<file path="config.mk">
export PLATFORM = sky130hd
export DESIGN_NAME = fastFirPair
export DESIGN_NICKNAME = d
export VERILOG_FILES = /design/src/rtl/fir2Pkg.sv /design/src/rtl/fir2SubFilter.sv /design/src/rtl/fir2Ctrl.sv /design/src/rtl/fir2Datapath.sv /design/src/rtl/fastFirPair.sv
export SDC_FILE = /design/constraint.sdc
export NUM_CORES = 2
export LEC_CHECK = 0
export BUFFER_PORTS_ARGS = -buffer_cell sky130_fd_sc_hd__buf_2
export CAP_MARGIN = 20
export CORE_ASPECT_RATIO = 0.75
export CORE_MARGIN = 1.5
export CORE_UTILIZATION = 28
export DETAILED_ROUTE_END_ITERATION = 10
export PLACE_DENSITY = 0.45
export SLEW_MARGIN = 20
export SYNTH_ARGS = -nofsm -noshare
export SYNTH_HDL_FRONTEND = slang
export SYNTH_SLANG_ARGS = --single-unit
</file>
<file path="constraint.sdc">
create_clock -name clk -period 16.3 [get_ports clk]
set_input_delay 1.63 -clock clk [delete_from_list [all_inputs] [get_ports clk]]
set_output_delay 1.63 -clock clk [all_outputs]
set_load 0.01 [all_outputs]
</file>
<file path="src/rtl/fir2Pkg.sv">
package fir2Pkg;
  // Strobes from control to datapath
  typedef struct packed {
    logic shiftEn;  // advance all delay lines and the cross-block register
    logic outLoad;  // capture the new output pair
  } fir2Strobe_t;
endpackage

</file>
<file path="src/rtl/fir2SubFilter.sv">
module fir2SubFilter #(
  parameter int TAPS = 4,
  parameter int IN_W = 13,
  parameter int CF_W = 13,
  parameter int ACC_W = 29,
  parameter logic [TAPS*CF_W-1:0] COEF_VEC = '0
) (
  input  logic                    clk,
  input  logic                    rstN,
  input  logic                    shiftEn,
  input  logic signed [IN_W-1:0]  sampleIn,
  output logic signed [ACC_W-1:0] acc
);
  logic signed [IN_W-1:0] tapVal [TAPS];

  assign tapVal[0] = sampleIn;

  generate
    if (TAPS > 1) begin : gLine
      logic signed [IN_W-1:0] hist [TAPS-1];
      always_ff @(posedge clk or negedge rstN) begin
        if (!rstN) begin
          for (int i = 0; i < TAPS-1; i++) hist[i] <= '0;
        end else if (shiftEn) begin
          hist[0] <= sampleIn;
          for (int i = 1; i < TAPS-1; i++) hist[i] <= hist[i-1];
        end
      end
      for (genvar t = 1; t < TAPS; t++) begin : gTap
        assign tapVal[t] = hist[t-1];
      end
    end
  endgenerate

  always_comb begin
    logic signed [ACC_W-1:0] sum;
    sum = '0;
    for (int m = 0; m < TAPS; m++) begin
      sum = sum + ACC_W'(tapVal[m]) * ACC_W'(signed'(COEF_VEC[m*CF_W +: CF_W]));
    end
    acc = sum;
  end
endmodule

</file>
<file path="src/rtl/fir2Ctrl.sv">
module fir2Ctrl
  import fir2Pkg::*;
(
  input  logic        clk,
  input  logic        rstN,
  input  logic        inValid,
  output fir2Strobe_t strobe,
  output logic        outValid
);
  always_comb begin
    strobe.shiftEn = inValid;
    strobe.outLoad = inValid;
  end

  always_ff @(posedge clk or negedge rstN) begin
    if (!rstN) outValid <= 1'b0;
    else       outValid <= inValid;
  end

  AST_VALID_LAG: assert property (@(posedge clk) disable iff (!rstN)
    inValid |=> outValid);
  AST_NO_EXTRA_VALID: assert property (@(posedge clk) disable iff (!rstN)
    !inValid |=> !outValid);
endmodule

</file>
<file path="src/rtl/fir2Datapath.sv">
module fir2Datapath
  import fir2Pkg::*;
#(
  parameter int DATA_W = 12,
  parameter int COEF_W = 12,
  parameter int NUM_TAPS = 8,
  parameter bit ALT_FORM = 1'b0,
  parameter logic [NUM_TAPS*COEF_W-1:0] COEF_VEC = '0
) (
  input  logic                    clk,
  input  logic                    rstN,
  input  fir2Strobe_t             strobe,
  input  logic signed [DATA_W-1:0] xEven,
  input  logic signed [DATA_W-1:0] xOdd,
  output logic signed [DATA_W+COEF_W+$clog2(NUM_TAPS)-1:0] yEven,
  output logic signed [DATA_W+COEF_W+$clog2(NUM_TAPS)-1:0] yOdd
);
  localparam int HALF   = NUM_TAPS / 2;
  localparam int LANE_W = DATA_W + 1;
  localparam int SUB_CW = COEF_W + 1;
  localparam int OUT_W  = DATA_W + COEF_W + $clog2(NUM_TAPS);
  localparam int INT_W  = OUT_W + 2;
  localparam int RUN_W  = $clog2(HALF + 2);

  // which: 0 even-indexed half, 1 odd-indexed half, 2 combined half
  function automatic logic [HALF*SUB_CW-1:0] splitCoefs(input int which);
    logic [HALF*SUB_CW-1:0] r;
    logic signed [SUB_CW-1:0] a, b;
    r = '0;
    for (int m = 0; m < HALF; m++) begin
      a = SUB_CW'(signed'(COEF_VEC[(2*m)*COEF_W +: COEF_W]));
      b = SUB_CW'(signed'(COEF_VEC[(2*m+1)*COEF_W +: COEF_W]));
      if (which == 0)      r[m*SUB_CW +: SUB_CW] = a;
      else if (which == 1) r[m*SUB_CW +: SUB_CW] = b;
      else if (ALT_FORM)   r[m*SUB_CW +: SUB_CW] = a - b;
      else                 r[m*SUB_CW +: SUB_CW] = a + b;
    end
    return r;
  endfunction

  logic signed [LANE_W-1:0] lane [3];
  logic signed [INT_W-1:0]  part [3];
  logic signed [INT_W-1:0]  oddPrev;
  logic signed [INT_W-1:0]  yEvenNext, yOddNext;
  logic signed [LANE_W-1:0] evenExt, oddExt;

  // Pre-combination of the two lanes
  always_comb begin
    evenExt = LANE_W'(xEven);
    oddExt  = LANE_W'(xOdd);
    lane[0] = evenExt;
    lane[1] = oddExt;
    lane[2] = ALT_FORM ? (evenExt - oddExt) : (evenExt + oddExt);
  end

  generate
    for (genvar g = 0; g < 3; g++) begin : gSub
      fir2SubFilter #(
        .TAPS(HALF), .IN_W(LANE_W), .CF_W(SUB_CW), .ACC_W(INT_W),
        .COEF_VEC(splitCoefs(g))
      ) subFilter_i (
        .clk(clk), .rstN(rstN), .shiftEn(strobe.shiftEn),
        .sampleIn(lane[g]), .acc(part[g])
      );
    end
  endgenerate

  // Cross-block delay of the odd-half product
  always_ff @(posedge clk or negedge rstN) begin
    if (!rstN)               oddPrev <= '0;
    else if (strobe.shiftEn) oddPrev <= part[1];
  end

  // Post-combination
  always_comb begin
    yEvenNext = part[0] + oddPrev;
    if (ALT_FORM) yOddNext = part[0] + part[1] - part[2];
    else          yOddNext = part[2] - part[0] - part[1];
  end

  always_ff @(posedge clk or negedge rstN) begin
    if (!rstN) begin
      yEven <= '0;
      yOdd  <= '0;
    end else if (strobe.outLoad) begin
      yEven <= yEvenNext[OUT_W-1:0];
      yOdd  <= yOddNext[OUT_W-1:0];
    end
  end

  // Checker state: zero-block run length and first-block flag
  logic [RUN_W-1:0] zeroRun;
  logic             seenBlock;
  always_ff @(posedge clk or negedge rstN) begin
    if (!rstN) begin
      zeroRun   <= '0;
      seenBlock <= 1'b0;
    end else if (strobe.shiftEn) begin
      seenBlock <= 1'b1;
      if (xEven != '0 || xOdd != '0) zeroRun <= '0;
      else if (zeroRun <= RUN_W'(HALF)) zeroRun <= zeroRun + 1'b1;
    end
  end

  AST_IDLE_HOLD: assert property (@(posedge clk) disable iff (!rstN)
    !strobe.shiftEn |=> $stable(yEven) && $stable(yOdd));
  AST_FLUSH_ZERO: assert property (@(posedge clk) disable iff (!rstN)
    (zeroRun > RUN_W'(HALF)) |-> (yEven == '0 && yOdd == '0));
  AST_RESET_QUIET: assert property (@(posedge clk) disable iff (!rstN)
    !seenBlock |-> (yEven == '0 && yOdd == '0));
  AST_NO_OVERFLOW: assert property (@(posedge clk) disable iff (!rstN)
    strobe.outLoad |->
      ((&yEvenNext[INT_W-1:OUT_W-1]) || !(|yEvenNext[INT_W-1:OUT_W-1])) &&
      ((&yOddNext[INT_W-1:OUT_W-1])  || !(|yOddNext[INT_W-1:OUT_W-1])));
endmodule

</file>
<file path="src/rtl/fastFirPair.sv">
module fastFirPair
  import fir2Pkg::*;
#(
  parameter int DATA_W = 12,
  parameter int COEF_W = 12,
  parameter int NUM_TAPS = 8,
  parameter bit ALT_FORM = 1'b0,
  parameter logic [NUM_TAPS*COEF_W-1:0] COEF_VEC = {
    12'sd3, -12'sd20, 12'sd90, 12'sd400, 12'sd400, 12'sd90, -12'sd20, 12'sd3}
) (
  input  logic                     clk,
  input  logic                     rstN,
  input  logic                     inValid,
  input  logic signed [DATA_W-1:0] inEven,
  input  logic signed [DATA_W-1:0] inOdd,
  output logic                     outValid,
  output logic signed [DATA_W+COEF_W+$clog2(NUM_TAPS)-1:0] outEven,
  output logic signed [DATA_W+COEF_W+$clog2(NUM_TAPS)-1:0] outOdd
);
  fir2Strobe_t strobe;

  fir2Ctrl ctrl_i (
    .clk(clk), .rstN(rstN), .inValid(inValid),
    .strobe(strobe), .outValid(outValid)
  );

  fir2Datapath #(
    .DATA_W(DATA_W), .COEF_W(COEF_W), .NUM_TAPS(NUM_TAPS),
    .ALT_FORM(ALT_FORM), .COEF_VEC(COEF_VEC)
  ) datapath_i (
    .clk(clk), .rstN(rstN), .strobe(strobe),
    .xEven(inEven), .xOdd(inOdd),
    .yEven(outEven), .yOdd(outOdd)
  );
endmodule

</file>
Word level (Yosys, flattened, before mapping)
Index checks and enable logic that the tools add are counted.
{"block": "word_totals", "regBits": 191, "in_bits": 27, "output_inout_bits": 55, "elab_cells": 38}
{"block": "classes", "n_addsub": 13, "mul": 12}
{"op": "multiplier 13 x 9 -> 22 bit (second input constant)", "count": 2}
{"op": "multiplier 12 x 7 -> 19 bit (second input constant)", "count": 2}
{"op": "multiplier 13 x 6 -> 19 bit (second input constant)", "count": 2}
{"op": "multiplier 12 x 6 -> 18 bit (second input constant)", "count": 2}
{"op": "multiplier 12 x 4 -> 16 bit (second input constant)", "count": 2}
{"op": "multiplier 12 x 3 -> 15 bit (second input constant)", "count": 2}
{"op": "subtractor 26 x 24 -> 27 bit", "count": 1}
{"op": "subtractor 27 x 25 -> 27 bit", "count": 1}
{"op": "adder 24 x 25 -> 26 bit", "count": 1}
{"op": "adder 25 x 19 -> 26 bit", "count": 1}
{"op": "adder 24 x 16 -> 25 bit", "count": 1}
{"op": "adder 24 x 23 -> 25 bit", "count": 1}
{"op": "adder 19 x 23 -> 24 bit", "count": 1}
{"op": "adder 23 x 19 -> 24 bit", "count": 1}
{"op": "adder 23 x 20 -> 24 bit", "count": 1}
{"op": "adder 18 x 22 -> 23 bit", "count": 1}
{"op": "adder 21 x 22 -> 23 bit", "count": 1}
{"op": "adder 15 x 20 -> 21 bit", "count": 1}
{"op": "adder 12 x 12 -> 13 bit", "count": 1}

Depth between registers and ports, before layout
{"block": "logic_depth", "ltp_word": 7, "depth_mapped": 46, "depth_no_buf": 46}

Hierarchy
A second synthesis with hierarchy kept.
{"block": "hier_totals", "hier_cells": 3923, "hier_area_um2": 36446.2}
{"mod": "fir2SubFilter at datapath_i.gSub[2].subFilter_i", "instances": 1, "cells_per_inst": 1366, "area_each_um2": 12625.9, "seq_area_each_um2": 975.9}
{"mod": "fir2SubFilter at datapath_i.gSub[1].subFilter_i", "instances": 1, "cells_per_inst": 932, "area_each_um2": 8453.1, "seq_area_each_um2": 975.9}
{"mod": "fir2SubFilter at datapath_i.gSub[0].subFilter_i", "instances": 1, "cells_per_inst": 884, "area_each_um2": 8319.2, "seq_area_each_um2": 975.9}
{"mod": "fir2Datapath", "instances": 1, "cells_per_inst": 738, "area_each_um2": 7008.0, "seq_area_each_um2": 2026.9}
{"mod": "fir2Ctrl", "instances": 1, "cells_per_inst": 3, "area_each_um2": 40.0, "seq_area_each_um2": 25.0}

Worst setup path after synthesis
Ideal clock, no wire load.
{"block": "synth_path", "path_type": "input-to-reg", "startpoint": "input inOdd[1]", "endpoint": "register datapath_i.yOdd[26]", "setup_time_ns": 0.125, "t_arrival_ns": 11.378, "t_required_ns": 16.175, "path_slack_ns": 4.798, "cell_stages": 39, "path_buffers": 0, "cell_sequence": "inv_1 > ha_1 > inv_1 > fa_1 > inv_1 > ha_1 > fa_1 > a21o_1 > a21oi_1 > o21bai_1 > a31o_2 > a41oi_1 > a21oi_1 > nor2_1 > xnor2_1 > fa_1 > fa_1 > inv_1 > (+3 left out) > o21bai_1 > nor2_1 > xor2_1 > fa_1 > ha_1 > inv_1 > fa_1 > fa_1 > fa_1 > inv_1 > fa_1 > ha_1 > o21a_1 > o211a_1 > a221o_1 > o41ai_2 > xnor2_1 > mux2_2"}
{"block": "synth_between", "elab_chain_cells": 7, "word_cells_on_any_way": 11, "classes_between": "add/sub: 9; mul: 2"}
{"item": "from (decl)", "line_no": "fastFirPair.sv:15", "source": "input logic signed [DATA_W-1:0] inOdd,"}
{"item": "adder 12 x 12 -> 13 bit", "line_no": "fir2Datapath.sv:53", "source": "lane[2] = ALT_FORM ? (evenExt - oddExt) : (evenExt + oddExt);"}
{"item": "multiplier 13 x 6 -> 19 bit", "line_no": "fir2SubFilter.sv:39", "source": "sum = sum + ACC_W'(tapVal[m]) * ACC_W'(signed'(COEF_VEC[m*CF_W +: CF_W]));"}
{"item": "adder 19 x 23 -> 24 bit", "line_no": "fir2SubFilter.sv:39"}
{"item": "adder 24 x 23 -> 25 bit", "line_no": "fir2SubFilter.sv:39"}
{"item": "adder 25 x 19 -> 26 bit", "line_no": "fir2SubFilter.sv:39"}
{"item": "subtractor 26 x 24 -> 27 bit", "line_no": "fir2Datapath.sv:78", "source": "else yOddNext = part[2] - part[0] - part[1];"}
{"item": "subtractor 27 x 25 -> 27 bit (*)", "line_no": "fir2Datapath.sv:78"}
{"item": "to (signal assigned)", "line_no": "fir2Datapath.sv:87", "source": "yOdd <= yOddNext[OUT_W-1:0];"}
{"item": "to (decl)", "line_no": "fir2Datapath.sv:16", "source": "output logic signed [DATA_W+COEF_W+$clog2(NUM_TAPS)-1:0] yOdd"}
Every way passes the cells marked *; elsewhere a longest branch is shown, timed or not.
A chain may end at the register's enable or synchronous reset.

Worst setup path in the final report
{"block": "layout_path", "startpoint": "register datapath_i.gSub[0].subFilter_i.gLine.hist[29] (netlist bit)", "endpoint": "register datapath_i.yOdd[26]"}
{"block": "layout_between", "elab_chain_cells": 6}
{"item": "from (decl)", "line_no": "fir2SubFilter.sv:20", "source": "logic signed [IN_W-1:0] hist [TAPS-1];"}
{"item": "multiplier 12 x 7 -> 19 bit", "line_no": "fir2SubFilter.sv:39"}
{"item": "adder 15 x 20 -> 21 bit", "line_no": "fir2SubFilter.sv:39"}
{"item": "adder 21 x 22 -> 23 bit", "line_no": "fir2SubFilter.sv:39"}
{"item": "adder 23 x 19 -> 24 bit", "line_no": "fir2SubFilter.sv:39"}
{"item": "subtractor 26 x 24 -> 27 bit", "line_no": "fir2Datapath.sv:78"}
{"item": "subtractor 27 x 25 -> 27 bit", "line_no": "fir2Datapath.sv:78"}
Every way passes these cells.

==> impl_metrics.ini <==
[clocking]
cts.sink_count = 190
cts-htree-levels = 4
cts_resized = 0
worstSkewPairLatency_ns = 0.54
cts_tree = done
cts_inserted_buffers = 17
clkTransAtPathRegs_ns = 0.09
clk_root_buffer_cell = sky130_fd_sc_hd__clkbuf_16
cts_setup_buffers = 0
cts-hold-fix-buffers = 0
max-clock-path-buffers = 2

[sta]
worst-slew-pin-transition_ns = 1.02
skew_ns = 0.0182
post_layout_minimum_cycle_time_ns = 12.47
timing.max_slew.rel_slack = 0.317
fin_tns_setup_ns = 0
setup_viol = 0
timing.final.crit_share = 0.765
hold_viol_final = 0
fmaxAchievable_mhz = 80.2
slew_violations = 0
rsz0062_at_grt = false

[finish]
multi_input_area_um2 = 25300
most_common_library_cell_in_the_layout_ignoring_fill_and_taps = sky130_fd_sc_hd__inv_1
final_layout_size_suffix_gt1_frac = 0.0726
area_delta_synth_final_pct = 8.61
final.fill_count = 12400
layout_common_cells = sky130_fd_sc_hd__inv_1, sky130_fd_sc_hd__ha_1, sky130_fd_sc_hd__fa_1, sky130_fd_sc_hd__dfrtp_1, sky130_fd_sc_hd__a21oi_1
sequential_cell_area_um2 = 4750
fin_nets = 4585

[grt]
antenna_violations_before_repair = 2
grt_usage = 0.150
grt_start_max_net_pins = 84
first_pass_grt_wire_length_mm = 139
grt_remaining_overflow = 0
first_global_vias = 22800

[setup_path]
critPathKind = reg -> reg
worst-r2r-setup-slack_ns = 3.83
crit_slowest_cell = sky130_fd_sc_hd__xor2_1
critPathLaunchType = flip-flop
timing.critical_path.required_ns = 16.72
path_common_cell = sky130_fd_sc_hd__fa_1
cp_max_fo = 6
worst_setup_path_end_kind = flip-flop
cp_data_arrival_time_ns = 12.89
critPathMaxStageDelay_ns = 0.56

[floorplanning]
die_w_um = 402
dieHeight_um = 302
top_level_ports = 82
floorplan_die_area_um2 = 122000
fp-row-count = 109
coreArea_um2 = 118000
initial_core_utilization = 0.283

[worst_hold_path]
hp-class = reg -> reg

[logic_synthesis]
yosys_warnings = 0
number_of_unique_standard_cell_types_used_by_synthesis = 71
synth-main-ff-cell = sky130_fd_sc_hd__dfrtp_1
seq_area_frac_synth = 0.142
postSynthNetCount = 4513
synth.ff_latch_count = 190
post_synth_instance_area_um2 = 33500
cells_after_synth = 3428
number_of_enable_type_register_cells_in_the_synthesized_netlist = 0
syn_avg_cell_area_um2 = 9.77
synthArstFlopShare = 1.00

[route]
routed_via_density = 4.40
wire_per_inst_um = 17.1
drcViolationCount = 0
antenna_left = 0
detailedRoute.firstPassIterationCount = 5
initialDrtViolationCount = 1193
vias = 22300
drt_wl_total_mm = 86.6

[place]
gpl.final_weighted_congestion = 0.823
detailedPlacementHpwl_mm = 74.3
numPortBuffers = 81

[run]
drv.max_cap_violation_count = 0

[status]
outcome = complete, no violations
-- routing by layer --
layer	GRT usage	routed length, um
met5	0	12
met4	0.0313	1130
met3	0.0231	3340
met2	0.205	33400
met1	0.243	48800
-- Yosys cell counts, types with 4 or more instances --
| cell type | instances | share of area |
|---|---|---|
| sky130_fd_sc_hd__fa_1 | 473 | 0.28 |
| sky130_fd_sc_hd__o21ai_1 | 6 | 0.00090 |
| sky130_fd_sc_hd__a41oi_1 | 7 | 0.0018 |
| sky130_fd_sc_hd__nand2b_1 | 27 | 0.0050 |
| sky130_fd_sc_hd__ha_1 | 585 | 0.22 |
| sky130_fd_sc_hd__o21ai_0 | 146 | 0.022 |
| sky130_fd_sc_hd__inv_1 | 864 | 0.097 |
| sky130_fd_sc_hd__nor2b_1 | 34 | 0.0064 |
| sky130_fd_sc_hd__o21a_1 | 23 | 0.0052 |
| sky130_fd_sc_hd__a21o_1 | 61 | 0.014 |
| sky130_fd_sc_hd__or2_2 | 8 | 0.0015 |
| sky130_fd_sc_hd__nand4_1 | 6 | 0.0011 |
| sky130_fd_sc_hd__o211ai_1 | 11 | 0.0025 |
| sky130_fd_sc_hd__a31oi_1 | 20 | 0.0037 |
| sky130_fd_sc_hd__xor2_1 | 72 | 0.019 |
| sky130_fd_sc_hd__a211oi_1 | 12 | 0.0027 |
| sky130_fd_sc_hd__xnor2_1 | 154 | 0.040 |
| sky130_fd_sc_hd__a21oi_1 | 162 | 0.024 |
| sky130_fd_sc_hd__o221ai_1 | 4 | 0.0010 |
| sky130_fd_sc_hd__buf_1 | 5 | 0.00056 |
| sky130_fd_sc_hd__dfrtp_1 | 190 | 0.14 |
| sky130_fd_sc_hd__mux2i_1 | 7 | 0.0021 |
| sky130_fd_sc_hd__o31ai_1 | 11 | 0.0025 |
| sky130_fd_sc_hd__a31o_2 | 8 | 0.0021 |
| sky130_fd_sc_hd__a2111oi_2 | 4 | 0.0018 |
| sky130_fd_sc_hd__and2_1 | 8 | 0.0015 |
| sky130_fd_sc_hd__a211o_1 | 7 | 0.0018 |
| sky130_fd_sc_hd__nor2_1 | 74 | 0.0083 |
| sky130_fd_sc_hd__mux2_2 | 98 | 0.033 |
| sky130_fd_sc_hd__or3_1 | 12 | 0.0022 |
| sky130_fd_sc_hd__nand2_1 | 144 | 0.016 |
| sky130_fd_sc_hd__clkbuf_1 | 33 | 0.0037 |
| sky130_fd_sc_hd__nor3_1 | 26 | 0.0039 |
| sky130_fd_sc_hd__nor3b_1 | 4 | 0.00090 |
| sky130_fd_sc_hd__o21bai_1 | 23 | 0.0052 |
| sky130_fd_sc_hd__nor4_1 | 4 | 0.00075 |
| sky130_fd_sc_hd__a21boi_0 | 9 | 0.0020 |
| sky130_fd_sc_hd__and3_1 | 12 | 0.0022 |
| sky130_fd_sc_hd__nand3_1 | 23 | 0.0034 |
-- registers in the layout, indices dropped and copies added (netlist names) --
| register | flops |
|---|---|
| datapath_i.gSub.subFilter_i.gLine.hist | 111 |
| datapath_i.oddPrev | 25 |
| datapath_i.yOdd | 27 |
| ctrl_i.outValid | 1 |
| datapath_i.yEven | 26 |
-- kinds of logic after synthesis --
kind of cell / after synthesis / synth area share
adder cells (fa/ha/maj): 1058 / 0.501
XOR/XNOR: 226 / 0.0591
flip-flops: 190 / 0.142
AND/OR/NAND/NOR: 393 / 0.0561
multiplexers: 105 / 0.0351
buffers and inverters: 903 / 0.101
AO/OA/AOI/OAI: 553 / 0.105
-- worst paths after layout --
kind,start,end,cells past startpoint
setup / recovery,datapath_i.gSub[0].subFilter_i.gLine.hist[29],datapath_i.yOdd[26],42
hold / removal,datapath_i.yOdd[4],datapath_i.yOdd[4],2
setup reg to reg,datapath_i.gSub[0].subFilter_i.gLine.hist[29],datapath_i.yOdd[26],42
hold reg to reg,datapath_i.yOdd[4],datapath_i.yOdd[4],2
max in group asynchronous,rstN,datapath_i.gSub[1].subFilter_i.gLine.hist[21],2
min in group asynchronous,rstN,datapath_i.yOdd[5],1
-- worst max-delay path, delay by kind of cell, from the launching register on --
kind                       cells  cell delay (ns)
AOI/OAI and AO/OA             13             3.05
buffers and inverters          7             0.30
xor gates and xnor gates       3             1.01
and+or+nand+nor                2             0.60
adders and majority gates     16             6.65
DFF                            1             0.48
muxes                          1             0.26
-- per-stage QoR --
| step | utilization | instance area, um2 | setup slack, ns | hold slack [ns] | instances |
|---|---|---|---|---|---|
| final | 0.308 | 36400 | 3.83 | 0.493 | 5068 |
| after global routing | 0.308 | 36400 | 3.26 | 0.524 | 5067 |
| after CTS | 0.308 | 36400 | 3.95 | 0.501 | 5067 |
| after detailed placement | 0.303 | 35800 | 3.70 | 0.480 | 5035 |
| after global placement | 0.303 | 35800 | 3.80 | 0.470 | 5035 |
| after floorplan | - | 33500 | 4.80 | 0.459 | 3428 |
-- cell type report --
cell class,instances,share of cell area
Inverter,864,0.0892
Tap cell,1554,0.0535
Clock inverter,15,0.00423
Timing Repair Buffer,92,0.0140
Clock buffer,17,0.0117
Multi-Input combinational cell,2335,0.697
Antenna cell,1,0.0000688
Sequential cell,190,0.131
Power is left out: the tool's default activity adds up to more than one toggle a clock period on the data nets, which glitch-free logic cannot reach.
